File: src/rtl/apb_regbank_pkg.sv
package apb_regbank_pkg;

    typedef enum logic [1:0] {
        ACC_OK       = 2'd0,
        ACC_MISALIGN = 2'd1,
        ACC_RANGE    = 2'd2,
        ACC_PRIV     = 2'd3
    } acc_status_e;

endpackage

File: src/rtl/apb_regbank_decode.sv
module apb_regbank_decode
    import apb_regbank_pkg::*;
#(
    parameter int ADDR_W     = 12,
    parameter int NUM_REGS   = 8,
    parameter int IDX_W      = 3,
    parameter bit PRIV_CHECK = 1'b1
) (
    input  logic [ADDR_W-1:0] addr,
    input  logic              write,
    input  logic [2:0]        prot,
    output logic [IDX_W-1:0]  idx,
    output acc_status_e       status
);
    localparam int WORD_W = ADDR_W - 2;
    localparam logic [WORD_W-1:0] LIMIT = WORD_W'(NUM_REGS);

    logic [WORD_W-1:0] word;

    assign word = addr[ADDR_W-1:2];
    assign idx  = word[IDX_W-1:0];

    always_comb begin
        if (addr[1:0] != 2'b00) begin
            status = ACC_MISALIGN;
        end else if (word >= LIMIT) begin
            status = ACC_RANGE;
        end else if (PRIV_CHECK && write && !prot[0]) begin
            status = ACC_PRIV;
        end else begin
            status = ACC_OK;
        end
    end
endmodule

File: src/rtl/apb_regbank_waitgen.sv
module apb_regbank_waitgen #(
    parameter int WAIT_CYCLES = 2
) (
    input  logic clk,
    input  logic rst_n,
    input  logic access,
    output logic ready
);
    generate
        if (WAIT_CYCLES == 0) begin : g_nowait
            assign ready = access;
        end else begin : g_wait
            localparam int CNT_W = $clog2(WAIT_CYCLES + 1);
            localparam logic [CNT_W-1:0] LAST = CNT_W'(WAIT_CYCLES);

            typedef struct packed {
                logic [CNT_W-1:0] cnt;
            } wstate_t;

            wstate_t st_d, st_q;

            assign ready = access && (st_q.cnt == LAST);

            always_comb begin
                st_d = st_q;
                if (access && !ready) begin
                    st_d.cnt = st_q.cnt + 1'b1;
                end else begin
                    st_d.cnt = '0;
                end
            end

            always_ff @(posedge clk or negedge rst_n) begin
                if (!rst_n) begin
                    st_q <= '0;
                end else begin
                    st_q <= st_d;
                end
            end
        end
    endgenerate
endmodule

File: src/rtl/apb_regbank_store.sv
module apb_regbank_store #(
    parameter int NUM_REGS = 8,
    parameter int DATA_W   = 32,
    parameter int IDX_W    = 3
) (
    input  logic                clk,
    input  logic                rst_n,
    input  logic                we,
    input  logic [IDX_W-1:0]    idx,
    input  logic [DATA_W-1:0]   wdata,
    input  logic [DATA_W/8-1:0] strb,
    output logic [DATA_W-1:0]   rword
);
    localparam int LANES = DATA_W / 8;

    logic [DATA_W-1:0] regs_d [NUM_REGS];
    logic [DATA_W-1:0] regs_q [NUM_REGS];

    always_comb begin
        regs_d = regs_q;
        if (we) begin
            for (int b = 0; b < LANES; b++) begin
                if (strb[b]) begin
                    regs_d[idx][8*b +: 8] = wdata[8*b +: 8];
                end
            end
        end
    end

    always_comb begin
        rword = '0;
        if (int'(idx) < NUM_REGS) begin
            rword = regs_q[idx];
        end
    end

    always_ff @(posedge clk or negedge rst_n) begin
        if (!rst_n) begin
            for (int r = 0; r < NUM_REGS; r++) begin
                regs_q[r] <= '0;
            end
        end else begin
            regs_q <= regs_d;
        end
    end
endmodule

File: src/rtl/apb_regbank.sv
module apb_regbank
    import apb_regbank_pkg::*;
#(
    parameter int ADDR_W      = 12,
    parameter int NUM_REGS    = 8,
    parameter int WAIT_CYCLES = 2,
    parameter bit PRIV_CHECK  = 1'b1
) (
    input  logic              clk,
    input  logic              rst_n,
    input  logic              sel,
    input  logic              enable,
    input  logic              write,
    input  logic [ADDR_W-1:0] addr,
    input  logic [31:0]       wdata,
    input  logic [3:0]        strb,
    input  logic [2:0]        prot,
    output logic [31:0]       rdata,
    output logic              ready,
    output logic              slverr
);
    localparam int DATA_W = 32;
    localparam int IDX_W  = (NUM_REGS > 1) ? $clog2(NUM_REGS) : 1;

    logic              access;
    logic              done;
    logic              fault;
    logic              wr_en;
    logic [IDX_W-1:0]  idx;
    logic [DATA_W-1:0] rword;
    acc_status_e       status;

    assign access = sel && enable;
    assign done   = access && ready;
    assign fault  = (status != ACC_OK);
    assign wr_en  = done && write && !fault;

    apb_regbank_decode #(
        .ADDR_W    (ADDR_W),
        .NUM_REGS  (NUM_REGS),
        .IDX_W     (IDX_W),
        .PRIV_CHECK(PRIV_CHECK)
    ) u_decode (
        .addr  (addr),
        .write (write),
        .prot  (prot),
        .idx   (idx),
        .status(status)
    );

    apb_regbank_waitgen #(
        .WAIT_CYCLES(WAIT_CYCLES)
    ) u_waitgen (
        .clk   (clk),
        .rst_n (rst_n),
        .access(access),
        .ready (ready)
    );

    apb_regbank_store #(
        .NUM_REGS(NUM_REGS),
        .DATA_W  (DATA_W),
        .IDX_W   (IDX_W)
    ) u_store (
        .clk  (clk),
        .rst_n(rst_n),
        .we   (wr_en),
        .idx  (idx),
        .wdata(wdata),
        .strb (strb),
        .rword(rword)
    );

    assign slverr = done && fault;
    assign rdata  = (done && !write && !fault) ? rword : '0;
endmodule

File: config.mk
export PLATFORM = sky130hd
export DESIGN_NAME = apb_regbank
export DESIGN_NICKNAME = d
export VERILOG_FILES = /design/src/rtl/apb_regbank_pkg.sv /design/src/rtl/apb_regbank_decode.sv /design/src/rtl/apb_regbank_waitgen.sv /design/src/rtl/apb_regbank_store.sv /design/src/rtl/apb_regbank.sv
export SDC_FILE = /design/constraint.sdc
export NUM_CORES = 1
export LEC_CHECK = 0
export BUFFER_PORTS_ARGS = -buffer_cell sky130_fd_sc_hd__buf_2
export CAP_MARGIN = 25
export CORE_MARGIN = 2
export CORE_UTILIZATION = 60
export CTS_CLUSTER_SIZE = 12
export DETAILED_ROUTE_END_ITERATION = 8
export PLACE_DENSITY = 0.8
export SYNTH_ARGS = -nofsm -noshare
export SYNTH_HDL_FRONTEND = slang
export SYNTH_SLANG_ARGS = --single-unit
File: constraint.sdc
create_clock -name clk -period 2.3 [get_ports clk]
set_input_delay 0.115 -clock clk [delete_from_list [all_inputs] [get_ports clk]]
set_output_delay 0.115 -clock clk [all_outputs]
set_load 0.005 [all_outputs]
# After elaboration in Yosys (flattened, before gate mapping)
# Index checks and enable logic that the tools add are counted.
# W data, S select, Z words.
# totals
wordCells	59
ram_bits	0
latchBits	0
n_memories	0
register_bits	258
romBits	0
# classes
mux	27
n_eq_ne	1
n_addsub	1
shift	0
n_div	0
multipliers	0
n_bitwise	1
n_reduce_logical	17
n_lt_le_gt_ge	3
# op_table
operator	n
$mux W256	7
$bwmux W256	4
$demux W32 S3	4
$mux W32	4
$bmux W32 S3	1
$mux W24	1
$mux W16	1
$logic_and A1 B1 Y1	11
$ge A10 B4 Y1 const B	1
$mux W2	4
$mux W8	1
$ge A4 B4 Y1 const B	1
$logic_not A1 Y1	4
$lt A4 B1 Y1 const B	1
$not A3 Y4	1
$reduce_bool A2 Y1	2
$add A2 B1 Y2 const B	1
$eq A2 B2 Y1 const B	1

# Depth between registers and ports, before layout
# Gate-level depths: netlist (run 1).
# depth
word_depth	17
depth_mapped	8

# Cells and area by module
# Synthesis (run 1) repeated with hierarchy kept, for this count alone.
# unflattened
cells_unflattened	744
hier_area_um2	12530.8
# by_module_without_submodules
module	cells_each	seq_area_each_um2	instances	area_per_inst_um2
apb_regbank_store	682	6406.1	1	11845.1
apb_regbank	46	0.0	1	506.7
apb_regbank_waitgen	7	50.0	1	97.6
apb_regbank_decode	9	0.0	1	81.3

# Worst setup path before layout (run 1)
# No wires, ideal clock.
# synth_path
path_type	flip-flop to flip-flop
startpoint	register u_waitgen.g_wait.st_q[0] (netlist name)
endpoint	register u_store.regs_q[72] (netlist name)
setup_time_ns	0.125
n_path_buf	2
setup_slack_ns	0.219
stages_incl_launch_ff	9
required_ns	2.175
arrival_time_ns	1.956
path_cell_list	dfrtp_1 inv_1 ha_1 and4_1 nand4_2 buf_6 buf_6 nor3_4 mux2_2
# synth_via
elab_chain_len	5
# synth_rtl
item	line_no	text
start: declaration	apb_regbank_waitgen.sv:20	wstate_t st_d, st_q;
start signal: assignment	apb_regbank_waitgen.sv:37	st_q <= st_d;
$eq A2 B2 Y1	apb_regbank_waitgen.sv:22	assign ready = access && (st_q.cnt == LAST);
$logic_and A1 B1 Y1	apb_regbank_waitgen.sv:22	
$logic_and A1 B1 Y1	apb_regbank.sv:34	assign done = access && ready;
$logic_and A1 B1 Y1 (2 in a row)	apb_regbank.sv:36	assign wr_en = done && write && !fault;
end signal: assignment	apb_regbank_store.sv:43	regs_q <= regs_d;
end: declaration	apb_regbank_store.sv:17	logic [DATA_W-1:0] regs_q [NUM_REGS];
# Every way passes these cells.
# A chain may end at the register's enable or synchronous reset.

# Final worst setup path (run 1)
# layout_path
startpoint	register u_waitgen.g_wait.st_q[0] (netlist name)
endpoint	output rdata[13]
# layout_via
elab_chain_len	6
# layout_rtl
item	line_no	text
$eq A2 B2 Y1	apb_regbank_waitgen.sv:22	
$logic_and A1 B1 Y1	apb_regbank_waitgen.sv:22	
$logic_and A1 B1 Y1	apb_regbank.sv:34	
$logic_and A1 B1 Y1 (2 in a row)	apb_regbank.sv:75	assign rdata = (done && !write && !fault) ? rword : '0;
$mux W32	apb_regbank.sv:75	
end: declaration	apb_regbank.sv:18	output logic [31:0] rdata,
# Every way passes these cells.

==> results of run 1 <==
kinds of logic after synthesis:
logic type | after synthesis | synth area share
flops | 258 | 0.551
mux | 256 | 0.279
fa+ha+maj | 1 | 0.00107
simple gates | 90 | 0.0598
compound gates | 130 | 0.0828
buf+inv | 62 | 0.0264
registers in the layout, indices dropped and copies added, names as in the netlist:
name,flops
u_store.regs_q,256
u_waitgen.g_wait.st_q,2
routing by layer:
layer,vias to the layer above,share of wire,global-route usage
met1,4254,0.40,0.396
met5,-,0.00040,0
li1,3409,-,-
met2,384,0.50,0.529
met3,108,0.058,0.0493
met4,2,0.036,0.116
through the flow:
step                 util  hold WS [ns]
finish              0.770         0.147
global route        0.770         0.203
CTS                 0.758         0.161
detailed placement  0.667         0.119
global placement    0.667         0.114
floorplan               -        -0.181
critical path, cell delays in order, from the launching register on:
cell                      delay [ns]
sky130_fd_sc_hd__dfrtp_1        0.39
sky130_fd_sc_hd__inv_1          0.08
sky130_fd_sc_hd__ha_2           0.19
sky130_fd_sc_hd__buf_6          0.10
sky130_fd_sc_hd__nand3_4        0.07
sky130_fd_sc_hd__nor2_4         0.13
sky130_fd_sc_hd__nand3_4        0.10
sky130_fd_sc_hd__buf_12         0.17
sky130_fd_sc_hd__buf_16         0.17
sky130_fd_sc_hd__nor4_4         0.19
sky130_fd_sc_hd__buf_2          0.16
cells in the final DEF (no fill, tap or decap), types with 10 or more instances in the layout:
cell,synthesis,final
sky130_fd_sc_hd__buf_12,0,16
sky130_fd_sc_hd__clkbuf_16,0,29
sky130_fd_sc_hd__nor4_4,1,32
sky130_fd_sc_hd__o221ai_1,31,31
sky130_fd_sc_hd__buf_2,10,85
sky130_fd_sc_hd__dlygate4sd3_1,0,35
sky130_fd_sc_hd__nor3_4,10,10
sky130_fd_sc_hd__mux2_4,104,104
sky130_fd_sc_hd__buf_6,2,10
sky130_fd_sc_hd__buf_4,13,49
sky130_fd_sc_hd__o22a_1,31,31
sky130_fd_sc_hd__mux2_2,151,151
sky130_fd_sc_hd__dfrtp_1,258,258
sky130_fd_sc_hd__o22ai_1,64,64
how the worst min path moves through the flow:
stage | to | depth (start not counted) | slack (ns)
finish | u_store.regs_q[248] | 2 | 0.15
global route | u_store.regs_q[248] | 2 | 0.20
CTS | u_store.regs_q[216] | 2 | 0.16
detailed placement | u_store.regs_q[216] | 1 | 0.12
global placement | u_store.regs_q[216] | 1 | 0.11
floorplan | u_store.regs_q[0] | 0 | -0.18
report_power, final:
part,switching [mW],internal (mW)
sequential,0.00109,4.54
clock,1.76,2.35
combinational,0.429,0.221
total,2.19,7.11
cell type report:
class | instances | area (um^2) | share of cell area
multi-input combinational | 477 | 5530 | 0.371
timing repair buffer | 201 | 1720 | 0.116
clock buffer | 42 | 792 | 0.0532
tap | 265 | 332 | 0.0223
clock inverter | 4 | 23.8 | 0.00160
sequential | 258 | 6460 | 0.434
inverter | 9 | 33.8 | 0.00227
synthesized netlist by cell type (all sizes together) (2+ instances only):
library cell	number
nor3	19
nand3b	3
buf	26
mux2	256
nand3	3
or3b	2
o221ai	31
inv	9
clkbuf	27
nand2	6
nor2	4
o22ai	64
or3	17
nor4	32
o22a	31
dfrtp	258
timing repair:
item | 4_1_cts | 5_1_grt
cloned | 3 | 2
pin swaps | 35 | 3
hold buffers | 35 | 0
resized for setup | 75 | 22
setup endpoints to repair | 39 | 75
buffers inserted | 2 | 6
hold endpoints to repair | 324 | 0
==> summary.json, run 1 <==
{
  "grt": {
    "grt_start_max_net_pins": 71,
    "grt_pass1_wl_mm": 48.5,
    "antenna_found_initial": 1,
    "grtUsageTotal": 0.308,
    "grt_remaining_overflow": 0,
    "grt_pass1_vias": 8671
  },
  "power_and_ir_drop": {
    "power.ir.vdd_worst_mv": 0.661,
    "cellLeakagePower_nw": 7.50,
    "fin_total_pwr_mw": 9.30,
    "cellPowerDensity_nw_per_um2": 624
  },
  "logic_synthesis": {
    "synth_area_leaders": "sky130_fd_sc_hd__dfrtp_1 (55%), sky130_fd_sc_hd__mux2_2 (15%), sky130_fd_sc_hd__mux2_4 (13%)",
    "number_of_instances_in_the_synthesized_netlist": 797,
    "synth_nets": 854,
    "synth_top_area_cell": "sky130_fd_sc_hd__dfrtp_1",
    "syn-mean-instance-area_um2": 14.7,
    "synth-edff-count": 0,
    "synth.yosys.warnings": 0,
    "synth.cell_area_um2": 11700,
    "async_reset_ff_frac": 1.00,
    "synth.top_cell.area_share": 0.551,
    "seq_area_frac_synth": 0.551,
    "synth_cell_types": 34,
    "synth_flop_cell": "sky130_fd_sc_hd__dfrtp_1",
    "synth-seq-cells": 258
  },
  "drt": {
    "routed_wl_mm": 32.3,
    "dr_total_vias": 8157,
    "drc_errors": 0,
    "drt-wirelength-per-cell_um": 25.7,
    "drt_first_iter_violations": 697,
    "drtAntennaViolNets": 0,
    "vias_per_cell": 6.49,
    "detailedRoute.firstPassIterationCount": 5
  },
  "die": {
    "die_y_um": 144,
    "die_width_um": 144,
    "io-pin-count": 90,
    "die_area_um2": 20700,
    "core_area_um2": 19300,
    "placement_rows": 51,
    "start_util": 0.606
  },
  "clock_tree": {
    "cts-root-to-sink-buffers": 3,
    "clk_root_buffer_cell": "sky130_fd_sc_hd__clkbuf_16",
    "clkTransAtPathRegs_ns": 0.06,
    "insertion_delay_ns": 0.54,
    "cts_htree_levels": 1,
    "tritoncts": "built",
    "number_of_cts_inserted_buffers": 27,
    "clock-sinks": 258
  },
  "sta": {
    "finalSetupViolCount": 28,
    "setup_tns_final_ns": -1.64,
    "worst_pin_slew_ns": 0.754,
    "setup_ws_ns": -0.115,
    "finalHoldViolations": 0,
    "timing.final.crit_share": 1.05,
    "final_period_minus_worst_setup_slack_ns": 2.42,
    "grt_setup_unrepaired": "yes",
    "fin_worst_skew_ns": 0.0118,
    "maxSlewViolCount": 0,
    "max_freq_mhz": 414,
    "slew-limit-headroom": 0.496
  },
  "setup_path": {
    "endpoint": "rdata[13]",
    "critPathRequiredTime_ns": 2.18,
    "path_class": "reg2out",
    "worst_r2r_path_depth": 7,
    "crit_start": "u_waitgen.g_wait.st_q[0]",
    "endpoint_kind": "output port",
    "critical_path_peak_fanout": 8,
    "worst-r2r-setup-slack_ns": 0.01,
    "regToRegEndpoint": "u_store.regs_q[155]",
    "critical_path.startpoint_type": "flip-flop",
    "critical_path_arrival_ns": 2.30,
    "worstReg2RegStart": "u_waitgen.g_wait.st_q[0]"
  },
  "outcome": {
    "status": "finished, violations left",
    "failing_checks": "negative setup slack"
  },
  "placed_design": {
    "io_buffer_count": 87,
    "pre_cts_ws_ns": 0.0145,
    "gpl.final_weighted_congestion": 0.775,
    "place.detailed.instances": 1162,
    "hpwl_after_detailed_placement_mm": 17.3,
    "detailed_place.area_um2": 12900
  },
  "finish": {
    "final-instance-count-excl-fill": 1256,
    "insertedDiodeCount": 0,
    "areaGrowthSynthToFinish_pct": 27.0,
    "post-route-cell-area_um2": 14900,
    "nFillCells": 1075,
    "fraction_of_layout_instances_using_a_drive_strength_above_1": 0.532,
    "nNetsFinal": 1031
  },
  "flow_run": {
    "max_cap_violations": 0
  },
  "worst_hold_path": {
    "worst_hold_path_type": "in2async"
  }
}
No activity file was read; power rests on OpenSTA's default activity.
==> run 2: changes to the inputs <==
--- a/config.mk
+++ b/config.mk
@@ -5,13 +5,14 @@
 export SDC_FILE = /design/constraint.sdc
 export NUM_CORES = 1
 export LEC_CHECK = 0
-export BUFFER_PORTS_ARGS = -buffer_cell sky130_fd_sc_hd__buf_2
 export CAP_MARGIN = 25
 export CORE_MARGIN = 2
-export CORE_UTILIZATION = 60
+export CORE_UTILIZATION = 64
 export CTS_CLUSTER_SIZE = 12
 export DETAILED_ROUTE_END_ITERATION = 8
+export DONT_BUFFER_PORTS = 1
 export PLACE_DENSITY = 0.8
+export SLEW_MARGIN = 10
 export SYNTH_ARGS = -nofsm -noshare
 export SYNTH_HDL_FRONTEND = slang
 export SYNTH_SLANG_ARGS = --single-unit
==> summary.json, run 2 (synthesized netlist as in run 1, its figures left out) <==
{
  "clock_tree": {
    "tritoncts": {"value": "built", "change": "unchanged"},
    "cts_hold_repair.buffers": {"value": 34, "change": "was 35"},
    "clock-sinks": {"value": 258, "change": "unchanged"},
    "cts-root-to-sink-buffers": {"value": 3, "change": "unchanged"},
    "insertion_delay": {"value": 0.53, "unit": "ns", "change": "was 0.54 ns"},
    "cts_htree_levels": {"value": 1, "change": "unchanged"},
    "clkTransAtPathRegs": {"value": 0.06, "unit": "ns", "change": "about the same"},
    "clk_root_buffer_cell": {"value": "sky130_fd_sc_hd__clkbuf_16", "change": "unchanged"},
    "number_of_cts_inserted_buffers": {"value": 27, "change": "unchanged"}
  },
  "setup_path": {
    "critical_path.startpoint_type": {"value": "flip-flop", "change": "unchanged"},
    "path_class": {"value": "reg2out", "change": "unchanged"},
    "crit_start": {"value": "u_waitgen.g_wait.st_q[0]", "change": "unchanged"},
    "critical_path_arrival": {"value": 2.22, "unit": "ns", "change": "was 2.30 ns"},
    "critPathRequiredTime": {"value": 2.18, "unit": "ns", "change": "about the same"},
    "worstReg2RegStart": {"value": "u_waitgen.g_wait.st_q[0]", "change": "unchanged"},
    "endpoint_kind": {"value": "output port", "change": "unchanged"},
    "critical_path_peak_fanout": {"value": 8, "change": "unchanged"}
  },
  "finish": {
    "largest_reg_flops": {"value": 256, "change": "unchanged"},
    "final_core_util": {"value": 0.808, "change": "was 0.770"},
    "nNetsFinal": {"value": 969, "change": "was 1031"},
    "areaGrowthSynthToFinish": {"value": 23.8, "unit": "%", "change": "was 27.0%"},
    "final_common_cell": {"value": "sky130_fd_sc_hd__dfrtp_1", "change": "unchanged"},
    "insertedDiodeCount": {"value": 0, "change": "unchanged"},
    "nFillCells": {"value": 865, "change": "was 1075"},
    "final-instance-count-excl-fill": {"value": 1157, "change": "was 1256"},
    "largest_register": {"value": "u_store.regs_q", "change": "unchanged"},
    "post-route-cell-area": {"value": 14500, "unit": "um^2", "change": "was 14900 um^2"},
    "largest_registers": {"value": "u_store.regs_q (256), u_waitgen.g_wait.st_q (2)", "change": "unchanged"},
    "layout.cells.most_common_list": {"value": "sky130_fd_sc_hd__dfrtp_1 (258), sky130_fd_sc_hd__mux2_2 (151), sky130_fd_sc_hd__mux2_4 (104)", "change": "unchanged"},
    "fraction_of_layout_instances_using_a_drive_strength_above_1": {"value": 0.504, "change": "was 0.532"}
  },
  "placed_design": {
    "pre_cts_ws": {"value": -0.0465, "unit": "ns", "change": "was 0.0145 ns"},
    "io_buffer_count": {"value": 0, "change": "was 87"},
    "hpwl_after_detailed_placement": {"value": 17.4, "unit": "mm", "change": "was 17.3 mm"},
    "detailed_place.area": {"value": 12500, "unit": "um^2", "change": "was 12900 um^2"},
    "place.detailed.instances": {"value": 1068, "change": "was 1162"},
    "gpl.final_weighted_congestion": {"value": 0.827, "change": "was 0.775"}
  },
  "sta": {
    "fin_worst_skew": {"value": 0.0111, "unit": "ns", "change": "was 0.0118 ns"},
    "maxSlewViolCount": {"value": 0, "change": "unchanged"},
    "max_freq": {"value": 429, "unit": "MHz", "change": "was 414 MHz"},
    "setup_ws": {"value": -0.0328, "unit": "ns", "change": "was -0.115 ns"},
    "grt_setup_unrepaired": {"value": "yes", "change": "unchanged"},
    "finalSetupViolCount": {"value": 15, "change": "was 28"},
    "timing.final.crit_share": {"value": 1.01, "change": "was 1.05"},
    "worst_pin_slew": {"value": 0.549, "unit": "ns", "change": "was 0.754 ns"},
    "finalHoldViolations": {"value": 258, "change": "was 0"},
    "slew-limit-headroom": {"value": 0.634, "change": "was 0.496"},
    "hold_slack": {"value": -0.719, "unit": "ns", "change": "was 0.147 ns"},
    "final_period_minus_worst_setup_slack": {"value": 2.33, "unit": "ns", "change": "was 2.42 ns"}
  },
  "die": {
    "die_width": {"value": 139, "unit": "um", "change": "was 144 um"},
    "die_area": {"value": 19400, "unit": "um^2", "change": "was 20700 um^2"},
    "core_area": {"value": 18000, "unit": "um^2", "change": "was 19300 um^2"},
    "io-pin-count": {"value": 90, "change": "unchanged"},
    "start_util": {"value": 0.653, "change": "was 0.606"},
    "placement_rows": {"value": 49, "change": "was 51"},
    "die_y": {"value": 139, "unit": "um", "change": "was 144 um"}
  },
  "drt": {
    "dr_total_vias": {"value": 7874, "change": "was 8157"},
    "drtAntennaViolNets": {"value": 0, "change": "unchanged"},
    "drc_errors": {"value": 0, "change": "unchanged"},
    "routed_wl": {"value": 32.0, "unit": "mm", "change": "was 32.3 mm"},
    "drt-wirelength-per-cell": {"value": 27.7, "unit": "um", "change": "was 25.7 um"},
    "detailedRoute.firstPassIterationCount": {"value": 5, "change": "unchanged"},
    "vias_per_cell": {"value": 6.81, "change": "was 6.49"},
    "drt_first_iter_violations": {"value": 736, "change": "was 697"}
  },
  "grt": {
    "grt_remaining_overflow": {"value": 0, "change": "unchanged"},
    "antenna_found_initial": {"value": 0, "change": "was 1"},
    "grt_pass1_vias": {"value": 8473, "change": "was 8671"},
    "grtUsageTotal": {"value": 0.323, "change": "was 0.308"},
    "grt_pass1_wl": {"value": 49.1, "unit": "mm", "change": "was 48.5 mm"},
    "grt_start_max_net_pins": {"value": 259, "change": "was 71"}
  },
  "worst_hold_path": {
    "worst_hold_path_type": {"value": "in2async", "change": "unchanged"}
  },
  "outcome": {
    "status": {"value": "finished, violations left", "change": "unchanged"},
    "failing_checks": {"value": "negative hold slack, negative setup slack", "change": "was negative setup slack"}
  },
  "power_and_ir_drop": {
    "cellPowerDensity": {"value": 633, "unit": "nW/um^2", "change": "was 624 nW/um^2"},
    "cellLeakagePower": {"value": 7.22, "unit": "nW", "change": "was 7.50 nW"},
    "power.ir.vdd_worst": {"value": 0.640, "unit": "mV", "change": "was 0.661 mV"}
  },
  "flow_run": {
    "max_cap_violations": {"value": 0, "change": "unchanged"}
  }
}
run 2: critical path, cell delays in order (launching register included):
cell and delay [ns]:
sky130_fd_sc_hd__dfrtp_1 0.41, sky130_fd_sc_hd__inv_2 0.08, sky130_fd_sc_hd__ha_4 0.13, sky130_fd_sc_hd__buf_6 0.10, sky130_fd_sc_hd__nand3_4 0.08, sky130_fd_sc_hd__nor2_4 0.11, sky130_fd_sc_hd__nand3_4 0.10, sky130_fd_sc_hd__buf_12 0.17
sky130_fd_sc_hd__buf_16 0.16, sky130_fd_sc_hd__nor4_4 0.17, sky130_fd_sc_hd__buf_4 0.16
run 2: worst paths after layout:
check / end / slack, ns / cells after the start
worst max-delay path: rdata[31] / -0.03 / 10
worst min-delay path: u_store.regs_q[248] / -0.72 / 0
worst max register to register: u_store.regs_q[123] / 0.05 / 8
worst min register to register: u_store.regs_q[73] / 0.51 / 1
max in group asynchronous: u_store.regs_q[77] / 2.67 / 0
min in group clk: u_store.regs_q[9] / 0.12 / 3
run 2: power by group:
group,leakage (nW),switching (mW),total [mW],internal (mW)
clock,0.408,1.76,4.16,2.40
combinational,3.20,0.318,0.489,0.171
sequential,3.61,0.00192,4.54,4.54
run 2: final cells by class:
type	count	area, um^2	share of cell area
sequential	258	6460	0.445
multi-input combinational	477	5540	0.382
timing repair buffer	139	1360	0.0939
clock buffer	43	816	0.0562
tap	229	287	0.0197
inverter	9	33.8	0.00233
clock inverter	2	10.0	0.000690
run 2: routing by layer:
layer | vias up | routed length (um) | GRT usage
li1 | 3292 | - | -
met1 | 4134 | 13000 | 0.440
met2 | 365 | 15900 | 0.529
met3 | 83 | 2040 | 0.0564
met4 | 0 | 1080 | 0.114
met5 | - | 0 | 0
run 2: repair_timing:
action | CTS | global route
setup buffers | 2 | 3
resized for setup | 77 | 17
gates cloned | 3 | 2
setup endpoints to repair | 64 | 108
hold endpoints to repair | 516 | 258
pin swaps | 34 | 3
run 2: per-stage QoR:
| step | power, mW | TNS [ns] | hold WS, ns |
|---|---|---|---|
| finish | 9.19 | -0.215 | -0.719 |
| global route | 9.40 | -1.45 | -0.737 |
| CTS | 9.16 | -0.702 | -0.725 |
| detailed placement | 4.91 | -0.821 | -0.170 |
| global placement | 4.90 | 0 | -0.170 |
| floorplan | 4.82 | 0 | -0.181 |
==> run 3: changes to the inputs <==
--- a/config.mk
+++ b/config.mk
@@ -6,6 +6,7 @@
 export NUM_CORES = 1
 export LEC_CHECK = 0
 export CAP_MARGIN = 25
+export CORE_ASPECT_RATIO = 0.8
 export CORE_MARGIN = 2
 export CORE_UTILIZATION = 64
 export CTS_CLUSTER_SIZE = 12
==> summary.json, run 3 (synthesized netlist as in run 1, its figures left out) <==
{
  "grt": {
    "grt_remaining_overflow": {"value": 0, "change": "unchanged"},
    "antenna_found_initial": {"value": 1, "change": "was 0"},
    "grt_pass1_wl": {"value": 49.7, "unit": "mm", "change": "was 49.1 mm"},
    "grt_start_max_net_pins": {"value": 259, "change": "unchanged"},
    "grtUsageTotal": {"value": 0.331, "change": "was 0.323"},
    "grt_pass1_vias": {"value": 8721, "change": "was 8473"}
  },
  "setup_path": {
    "critPathRequiredTime": {"value": 2.18, "unit": "ns", "change": "about the same"},
    "cp_slowest_cell": {"value": "sky130_fd_sc_hd__dfrtp_1", "change": "unchanged"},
    "worstSetupPathDepth": {"value": 8, "change": "was 10"},
    "timing.critical_path.mode_cell": {"value": "sky130_fd_sc_hd__nand3_4", "change": "unchanged"},
    "critical_path_arrival": {"value": 2.25, "unit": "ns", "change": "was 2.22 ns"},
    "worst_r2r_path_depth": {"value": 8, "change": "unchanged"},
    "critical_path.max_stage_delay": {"value": 0.38, "unit": "ns", "change": "was 0.41 ns"},
    "critical_path.startpoint_type": {"value": "flip-flop", "change": "unchanged"},
    "endpoint_kind": {"value": "output port", "change": "unchanged"},
    "critical_path_peak_fanout": {"value": 8, "change": "unchanged"},
    "worst-path-buf-inv": {"value": 3, "change": "was 5"},
    "worst_path_dominant_cell_family": {"value": "simple AND/OR/NAND/NOR gates", "change": "was buffers and inverters"},
    "critical_path.cell_chain": {"value": "inv_2 -> ha_4 -> nand3_4 -> nor2_4 -> nand3_4 -> clkbuf_16 -> nor4_4 -> buf_4", "change": "was inv_2 -> ha_4 -> buf_6 -> nand3_4 -> nor2_4 -> nand3_4 -> buf_12 -> buf_16 -> nor4_4 -> buf_4"},
    "path_class": {"value": "reg2out", "change": "unchanged"}
  },
  "worst_hold_path": {
    "worst_hold_path_type": {"value": "in2async", "change": "unchanged"}
  },
  "clock_tree": {
    "clkTransAtPathRegs": {"value": 0.06, "unit": "ns", "change": "about the same"},
    "cts-root-to-sink-buffers": {"value": 3, "change": "unchanged"},
    "tritoncts": {"value": "built", "change": "unchanged"},
    "cts_htree_levels": {"value": 1, "change": "unchanged"},
    "clk_root_buffer_cell": {"value": "sky130_fd_sc_hd__clkbuf_16", "change": "unchanged"},
    "clock-sinks": {"value": 258, "change": "unchanged"},
    "cts_hold_repair.buffers": {"value": 34, "change": "unchanged"},
    "insertion_delay": {"value": 0.53, "unit": "ns", "change": "about the same"},
    "number_of_cts_inserted_buffers": {"value": 26, "change": "was 27"}
  },
  "finish": {
    "areaGrowthSynthToFinish": {"value": 23.1, "unit": "%", "change": "was 23.8%"},
    "largest_reg_flops": {"value": 256, "change": "unchanged"},
    "nFillCells": {"value": 935, "change": "was 865"},
    "post-route-cell-area": {"value": 14400, "unit": "um^2", "change": "was 14500 um^2"},
    "layout.cells.most_common_list": {"value": "sky130_fd_sc_hd__dfrtp_1 (258), sky130_fd_sc_hd__mux2_2 (151), sky130_fd_sc_hd__mux2_4 (104)", "change": "unchanged"},
    "final_common_cell": {"value": "sky130_fd_sc_hd__dfrtp_1", "change": "unchanged"},
    "final-instance-count-excl-fill": {"value": 1153, "change": "was 1157"},
    "nNetsFinal": {"value": 969, "change": "unchanged"},
    "fraction_of_layout_instances_using_a_drive_strength_above_1": {"value": 0.502, "change": "was 0.504"},
    "largest_registers": {"value": "u_store.regs_q (256), u_waitgen.g_wait.st_q (2)", "change": "unchanged"},
    "largest_register": {"value": "u_store.regs_q", "change": "unchanged"}
  },
  "drt": {
    "drtAntennaViolNets": {"value": 0, "change": "unchanged"},
    "drc_errors": {"value": 0, "change": "unchanged"},
    "drt_first_iter_violations": {"value": 771, "change": "was 736"},
    "detailedRoute.firstPassIterationCount": {"value": 6, "change": "was 5"},
    "routed_wl": {"value": 32.2, "unit": "mm", "change": "was 32.0 mm"},
    "dr_total_vias": {"value": 7885, "change": "was 7874"},
    "vias_per_cell": {"value": 6.84, "change": "was 6.81"},
    "drt-wirelength-per-cell": {"value": 27.9, "unit": "um", "change": "was 27.7 um"}
  },
  "die": {
    "die_area": {"value": 19400, "unit": "um^2", "change": "about the same"},
    "die_y": {"value": 125, "unit": "um", "change": "was 139 um"},
    "placement_rows": {"value": 44, "change": "was 49"},
    "core_area": {"value": 18100, "unit": "um^2", "change": "was 18000 um^2"},
    "start_util": {"value": 0.649, "change": "was 0.653"},
    "io-pin-count": {"value": 90, "change": "unchanged"},
    "die_width": {"value": 155, "unit": "um", "change": "was 139 um"}
  },
  "sta": {
    "grt_setup_unrepaired": {"value": "yes", "change": "unchanged"},
    "timing.final.crit_share": {"value": 1.03, "change": "was 1.01"},
    "hold_slack": {"value": -0.709, "unit": "ns", "change": "was -0.719 ns"},
    "setup_ws": {"value": -0.0645, "unit": "ns", "change": "was -0.0328 ns"},
    "finalHoldViolations": {"value": 258, "change": "unchanged"},
    "setup_tns_final": {"value": -0.342, "unit": "ns", "change": "was -0.215 ns"},
    "maxSlewViolCount": {"value": 0, "change": "unchanged"},
    "slew-limit-headroom": {"value": 0.649, "change": "was 0.634"},
    "final_period_minus_worst_setup_slack": {"value": 2.36, "unit": "ns", "change": "was 2.33 ns"},
    "max_freq": {"value": 423, "unit": "MHz", "change": "was 429 MHz"},
    "worst_pin_slew": {"value": 0.526, "unit": "ns", "change": "was 0.549 ns"},
    "fin_worst_skew": {"value": 0.0130, "unit": "ns", "change": "was 0.0111 ns"},
    "finalSetupViolCount": {"value": 11, "change": "was 15"}
  },
  "placed_design": {
    "pre_cts_ws": {"value": -0.0707, "unit": "ns", "change": "was -0.0465 ns"},
    "place.detailed.instances": {"value": 1066, "change": "was 1068"},
    "io_buffer_count": {"value": 0, "change": "unchanged"},
    "gpl.final_weighted_congestion": {"value": 0.823, "change": "was 0.827"},
    "hpwl_after_detailed_placement": {"value": 17.3, "unit": "mm", "change": "was 17.4 mm"},
    "detailed_place.area": {"value": 12500, "unit": "um^2", "change": "about the same"}
  },
  "power_and_ir_drop": {
    "comb_power_share": {"value": 0.054, "change": "was 0.053"},
    "pwr-share-clk": {"value": 0.444, "change": "was 0.452"},
    "p_switching": {"value": 2.01, "unit": "mW", "change": "was 2.08 mW"},
    "power.ir.vdd_worst": {"value": 0.657, "unit": "mV", "change": "was 0.640 mV"},
    "switching_share": {"value": 0.222, "change": "was 0.226"},
    "power.sequential.fraction": {"value": 0.502, "change": "was 0.494"},
    "cellLeakagePower": {"value": 7.19, "unit": "nW", "change": "was 7.22 nW"},
    "intPower": {"value": 7.04, "unit": "mW", "change": "was 7.11 mW"},
    "cellPowerDensity": {"value": 627, "unit": "nW/um^2", "change": "was 633 nW/um^2"}
  },
  "flow_run": {
    "max_cap_violations": {"value": 0, "change": "unchanged"}
  },
  "outcome": {
    "failing_checks": {"value": "negative hold slack, negative setup slack", "change": "unchanged"},
    "status": {"value": "finished, violations left", "change": "unchanged"}
  }
}
-- run 3: metal layers --
layer / routed length, um / up-vias / share of wire / track usage
li1: - / 3289 / - / -
met5: 0 / - / 0 / 0
met4: 1200 / 0 / 0.037 / 0.146
met1: 13100 / 4134 / 0.41 / 0.443
met2: 15800 / 362 / 0.49 / 0.531
met3: 2120 / 100 / 0.066 / 0.0652
-- run 3: repair_timing --
item,in CTS,in global routing
gates cloned,2,1
resized for setup,62,27
pin swaps,9,25
hold endpoints to repair,516,258
setup buffers,8,3
endpoints found under the setup margin,64,103
-- run 3: final cells by class --
class                   count  area (um^2)  share of cell area
diodes                      1         2.50            0.000173
clock buffers              38          787              0.0545
inverters                   9         33.8             0.00234
flip-flops and latches    258         6460               0.447
well taps                 230          288              0.0199
repair buffers            140         1350              0.0935
multi-input cells         477         5510               0.382
-- run 3: through the flow --
step                      hold slack, ns   util  total power, mW
after global placement            -0.171  0.695             4.90
after floorplan                   -0.181      -             4.82
final                             -0.709  0.799             9.05
after global routing              -0.727  0.799             9.29
after detailed placement          -0.170  0.695             4.90
after CTS                         -0.720  0.785             9.00
-- run 3: worst reg2reg max path, cell delays in order, from the launching register on --
cell,delay (ns)
sky130_fd_sc_hd__dfrtp_1,0.38
sky130_fd_sc_hd__inv_2,0.08
sky130_fd_sc_hd__ha_4,0.16
sky130_fd_sc_hd__and4_1,0.21
sky130_fd_sc_hd__nand4_2,0.14
sky130_fd_sc_hd__buf_12,0.22
sky130_fd_sc_hd__or3_1,0.45
sky130_fd_sc_hd__buf_4,0.19
sky130_fd_sc_hd__mux2_4,0.31
-- run 3: power by group through the flow --
stage / logic [mW] / registers, mW / clock network, mW
4_1_cts: 0.436 / 4.54 / 4.02
2_1_floorplan: 0.195 / 4.63 / 0
5_1_grt: 0.507 / 4.54 / 4.24
6_report: 0.485 / 4.54 / 4.02
3_5_place_dp: 0.279 / 4.62 / 0
3_3_place_gp: 0.274 / 4.62 / 0
-- run 3: final timing paths --
kind / from / endpoint / slack (ns)
hold / removal: rst_n / u_store.regs_q[29] / -0.71
hold reg to reg: u_store.regs_q[91] / u_store.regs_q[91] / 0.51
setup reg to reg: u_waitgen.g_wait.st_q[0] / u_store.regs_q[212] / 0.03
setup / recovery: u_waitgen.g_wait.st_q[0] / rdata[8] / -0.06
max in group asynchronous: rst_n / u_store.regs_q[222] / 2.55
min in group clk: strb[1] / u_store.regs_q[73] / 0.20
